==> src/rtl/bt601_field_window.sv <==
module bt601_field_window #(
  parameter int START_W = 12,
  parameter int DUR_W   = 8,
  parameter int LINE_W  = 12
) (
  input  logic               clk,
  input  logic               rst_n,
  input  logic               hsync,
  input  logic               vsync,
  input  logic [START_W-1:0] win_start,
  input  logic [DUR_W-1:0]   win_len,
  input  logic [LINE_W-1:0]  even_first,
  input  logic [LINE_W-1:0]  even_last,
  input  logic [LINE_W-1:0]  prog_first,
  input  logic [LINE_W-1:0]  prog_last,
  input  logic               progressive,
  output logic               field_odd,
  output logic [LINE_W-1:0]  line_cnt,
  output logic               cap_en
);
  localparam int OFF_W = (START_W > DUR_W ? START_W : DUR_W) + 2;

  logic              hs_q, vs_q;
  logic              hs_rise, vs_rise;
  logic [OFF_W-1:0]  off_q, off_now, win_lo, win_hi;
  logic              in_win;
  logic [LINE_W-1:0] line_q;
  logic              field_q;
  logic              use_even;
  logic [LINE_W-1:0] lo_line, hi_line;

  assign hs_rise = hsync & ~hs_q;
  assign vs_rise = vsync & ~vs_q;

  assign off_now = hs_rise ? '0 : ((&off_q) ? off_q : off_q + 1'b1);
  assign win_lo  = OFF_W'(win_start);
  assign win_hi  = win_lo + OFF_W'(win_len);
  assign in_win  = (off_now >= win_lo) && (off_now <= win_hi);

  always_ff @(posedge clk) begin
    if (!rst_n) begin
      hs_q    <= 1'b0;
      vs_q    <= 1'b0;
      off_q   <= '1;
      line_q  <= '0;
      field_q <= 1'b0;
    end else begin
      hs_q  <= hsync;
      vs_q  <= vsync;
      off_q <= off_now;
      if (vs_rise)
        line_q <= '0;
      else if (hs_rise && !(&line_q))
        line_q <= line_q + 1'b1;
      if (vs_rise)
        field_q <= progressive | in_win;
    end
  end

  assign use_even  = !progressive && !field_q;
  assign lo_line   = use_even ? even_first : prog_first;
  assign hi_line   = use_even ? even_last  : prog_last;
  assign cap_en    = (line_q >= lo_line) && (line_q <= hi_line);
  assign field_odd = field_q;
  assign line_cnt  = line_q;

  p_vs_clears_line_r2: assert property (@(posedge clk) disable iff (!rst_n)
    vs_rise |=> line_q == '0);
  p_hs_advances_line_r2: assert property (@(posedge clk) disable iff (!rst_n)
    (hs_rise && !vs_rise && !(&line_q)) |=> line_q == $past(line_q) + 1'b1);
  p_line_holds_r1: assert property (@(posedge clk) disable iff (!rst_n)
    (!hs_rise && !vs_rise) |=> $stable(line_q));
  p_field_holds_r4: assert property (@(posedge clk) disable iff (!rst_n)
    !vs_rise |=> $stable(field_q));
  p_prog_forces_odd_r6: assert property (@(posedge clk) disable iff (!rst_n)
    (vs_rise && progressive) |=> field_q);
endmodule

==> config.mk <==
export PLATFORM = sky130hd
export DESIGN_NAME = bt601_field_window
export DESIGN_NICKNAME = d
export VERILOG_FILES = /design/src/rtl/bt601_field_window.sv
export SDC_FILE = /design/constraint.sdc
export NUM_CORES = 1
export LEC_CHECK = 0
export BUFFER_PORTS_ARGS = -buffer_cell sky130_fd_sc_hd__buf_2
export CAP_MARGIN = 40
export CELL_PAD_IN_SITES_DETAIL_PLACEMENT = 0
export CELL_PAD_IN_SITES_GLOBAL_PLACEMENT = 1
export CORE_ASPECT_RATIO = 0.8
export CORE_MARGIN = 1.5
export CORE_UTILIZATION = 39
export CTS_BUF_LIST = sky130_fd_sc_hd__clkbuf_16
export DETAILED_ROUTE_END_ITERATION = 7
export PLACE_DENSITY = 0.9
export SYNTH_ARGS = -nofsm -noshare
export SYNTH_HDL_FRONTEND = slang
export SYNTH_SLANG_ARGS = --single-unit
==> constraint.sdc <==
create_clock -name clk -period 5.6 [get_ports clk]
set_input_delay 1.68 -clock clk [delete_from_list [all_inputs] [get_ports clk]]
set_output_delay 1.68 -clock clk [all_outputs]
set_load 0.01 [all_outputs]
**Yosys cells after proc, flatten, opt, wreduce, memory -nomap -nowiden**

Cells that the tools add are included.
Widths: inputs -> output; s select.

- Add/subtract/negate cells: 3
- Order comparisons: 4
- Multiplexer cells: 4
- Bitwise operators: 6
- Reductions and logical operators: 10

Operators with widths:

| cell | number |
|---|---|
| $mux 14 | 2 |
| $mux 12 | 2 |
| $add 14x1->14 const B | 1 |
| $ge 14x12->1 | 1 |
| $le 14x13->1 | 1 |
| $reduce_and 14->1 | 1 |
| $add 12x8->13 | 1 |
| $add 12x1->12 const B | 1 |
| $ge 12x12->1 | 1 |
| $le 12x12->1 | 1 |
| $reduce_and 12->1 | 1 |
| $logic_and 1x1->1 | 4 |
| $logic_not 1->1 | 3 |
| $not 1->1 | 3 |
| $and 1x1->1 | 2 |
| $reduce_or 2->1 | 1 |
| $or 1x1->1 | 1 |

- Register bits after elaboration: 29
- Bits of input ports: 73
- Output and inout bits: 14

**Longest topological paths before layout**

- Depth after elaboration: 6
- Depth in mapped cells: 15

**Worst setup path before layout**

OpenSTA, ideal clock, no wires.

- Path kind: input to output
- Start point: input progressive
- End point: output cap_en
- Arrival: 3835 ps
- Slack: 85 ps
- Cell stages on the path: 7
- Path buffers: 1
- Cells stage by stage: nor2_1 -> clkbuf_1 -> mux2i_1 -> ha_1 -> nand4_1 -> or4_1 -> a22oi_1

- Longest elaborated chain between the ends: 5
- Elaborated cells on any way between the ends: 7
- Those cells by class: order compare (2); mux (2); reduce/logical (3)

Ends and longest elaborated chain:

| element | line | source |
|---|---|---|
| start, declared | 16 | `input logic progressive,` |
| $logic_not 1->1 (*) | 60 | `assign use_even = !progressive && !field_q;` |
| $logic_and 1x1->1 (*) | 60 |  |
| $mux 12, on equally long branches | 61, 62 |  |
| $ge 12x12->1 / $le 12x12->1 (equally long branches) | 63 | `assign cap_en = (line_q >= lo_line) && (line_q <= hi_line);` |
| $logic_and 1x1->1 (*) | 63 |  |
| end, declared | 19 | `output logic cap_en` |

Mark *: on every way between the ends. The rest lies on a longest branch, timed or not.

**Worst setup path after layout**

Ends and elaborated chain as after synthesis.

==> metrics.txt <==
status completed; Cell Chain, Critical Path buf_2 > nor2_4 > buf_6 > mux2i_1 > ha_1 > o2111ai_1 > o21ai_0 > a211oi_1 > or3_1 > a22oi_1 > buf_2; drt wl/cell 13.7 µm; Reg2Reg Capture Point field_odd; largest family of logic cells by synthesized area adder cells; Worst EP arrival 3680 ps; max frequency 186 MHz; Die ar. 8340 µm²; Worst Path Class, Setup in2out; GRT overflow 0; Syn Area/Cell 8.25 µm²; Synth-to-Final Area Change 23.1%; Setup crit end kind output pin; WP buf/inv 3; Worst Skew 7.81 ps; Power per Cell Area 201 nW/µm²; slowest cell on the critical path or3_1; initial core utilization 40.8%; Die Span Y 82.0 µm; synthesized cell area 3040 µm²; share of layout cells above drive strength 1 22.9%; fill count 719; area of the multi-input gates 2360 µm²; Synth area leader ha_1; diodes inserted 0; Setup crit end cap_en; core box area 7460 µm²; vias in the first global route 2,629; critical path's most frequent cell buf_2; most frequent cell after synthesis ha_1; GRT Resource Usage Total 18.7%; number of remaining DRC errors 0; critical path required time 3920 ps; leakage power 1.88 nW; hold buffers post-CTS 0; DRT iter0 DRCs 112; Synth top area share 24.3%; via count 2,940; R2R setup slack 2600 ps; Final HPWL DP 6.50 mm; vias per cell 5.22; RSZ-0062 raised after global routing false; Setup Fix Bufs, Post-CTS 0; Final Cycle Share 95.8%; CTS resizes 0; initial antenna violation count 0; GPL Wtd Cong 0.852; first-pass GRT wire length 12.3 mm; final critical-path required period 5360 ps; overall power consumption 0.000753 W; R2R Path Start off_q[3]; number of synthesized flops with an enable pin 0; Synth Area in Adders 24.9%; Worst Hold Class reg2reg; clock-pin slew on the worst setup and hold paths 50 ps; clk root buf clkbuf_16; input/output buffers 86; Crit Path Max Fanout 10; IO Pins 87; routed wire length 7.74 mm; synthesized instance count 369; Post-synth ARST share 0%; Mapped Nets 502; number of distinct library cells after synthesis 45; crit-path max cell delay 320 ps; Chip Width 102 µm; fin. max-slew vios 0; Slew @ Worst Pin 516 ps; mux contribution to synthesized area 8.31%; ys flop type dfxtp_1; simple-gate share of the synthesized area 20.8%; Sink Count 29; sequential share of the synthesized area 19.1%; WP depth 11; most common library cells after synthesis 59 x ha_1, 32 x nor2_1, 29 x dfxtp_1; Max Buffers Root-to-Sink 2; cell family with most CP delay compound AO/OA/AOI/OAI gates; Synth area leaders ha_1 24%, dfxtp_1 19%, mux2i_1 7.6%, xnor2_1 4.3%, nor2_1 3.9%; crit path launch type primary input; post-synthesis xor/xnor area fraction 7.48%; setup TNS 0 ps; Yosys Warn Count 0; H-tree levels 2; register bit count reported by yosys 29; Detail Route Antenna Nets 0; 1st-pass router iterations 4; Slew headroom 65.5%; Final Hold Violating Endpoints 0; worst-skew pair later-pin latency 270 ps; CP Launch Point progressive; row cnt 28; MaxCap Viol Count 0; setup violators final 0; nets 590; Num CTS Buffers 5; R2R depth 12; largest net degree at the start of global routing 22; total area of sequential cells 581 µm²; Synth Area in Compound Gates 15.5%; VDD IR max 0.000108 V; CTS tree built
[state kept, by name, summed over array words and instances, names as in the netlist]
signal / count
field_odd: 1
hs_q: 1
line_cnt: 12
off_q: 14
vs_q: 1
[cells by family (layout without fill, tap and decap cells)]
| group | after synthesis | count (layout) |
|---|---|---|
| AOI/OAI and AO/OA | 78 | 78 |
| xor gates and xnor gates | 26 | 26 |
| adders and majority gates | 60 | 60 |
| buffers and inverters | 29 | 118 |
| DFF | 29 | 29 |
| muxes | 25 | 25 |
| and+or+nand+nor | 122 | 122 |
[report_power, final]
group | internal (W) | leakage [nW] | switching [W]
clock | 0.000160 | 0.0748 | 0.0000877
sequential | 0.000220 | 0.239 | 0.0000129
combinational | 0.000124 | 1.56 | 0.000147
[per-layer routing]
layer	up-vias	GRT usage [%]	part of all wire [%]
li1	1518	-	-
met1	1367	27.1	50
met2	48	28.7	45
met3	7	2.13	3.8
met4	0	5.56	1.0
met5	-	0	0
[worst min-delay path, cell delays in order (launching register included)]
cell and delay, ps:
dfxtp_1 360, o21ai_0 90, a21oi_1 60
[cells in the final DEF (no fill, tap or decap), types with 5 or more instances in the layout]
cell type and n:
dfxtp_1 29, a21o_1 9, xnor2_1 15, inv_1 22, nand2_1 21, clkbuf_16 5
nand3_1 11, buf_2 86, nand4_1 11, o21ai_0 22, nor3_1 10, nand2b_1 9
xor2_1 11, a211oi_1 5, nor2b_1 7, mux2i_1 23, nor2_1 31, a21oi_1 21
ha_1 59
[layout make-up]
cell class | instances | area share [%]
clock inverters | 3 | 0.367
repair buffers | 89 | 12.3
flip-flops and latches | 29 | 15.5
inverters | 21 | 2.10
clock buffers | 5 | 3.34
multi-input cells | 311 | 62.9
well taps | 105 | 3.51
[per-stage QoR]
step / hold WS, ps / util, % / cells / setup slack (ps) / cell area [µm²]
2_1_floorplan: 539 / - / 369 / 85.1 / 3040
3_3_place_gp: 561 / 48.1 / 555 / 233 / 3590
3_5_place_dp: 555 / 48.1 / 555 / 174 / 3590
4_1_cts: 566 / 50.0 / 563 / 167 / 3730
5_1_grt: 610 / 50.2 / 563 / 60.3 / 3750
6_report: 561 / 50.2 / 563 / 236 / 3750
[worst min-delay path by stage]
stage / from / endpoint / slack [ps] / cells past startpoint
after floorplan: off_q[10] / off_q[10] / 540 / 2
after global placement: line_cnt[1] / line_cnt[1] / 560 / 2
after detailed placement: line_cnt[1] / line_cnt[1] / 560 / 2
after CTS: line_cnt[1] / line_cnt[1] / 570 / 2
after global routing: line_cnt[1] / line_cnt[1] / 610 / 2
final: line_cnt[1] / line_cnt[1] / 560 / 2
Power figures use the tool's default switching activity.
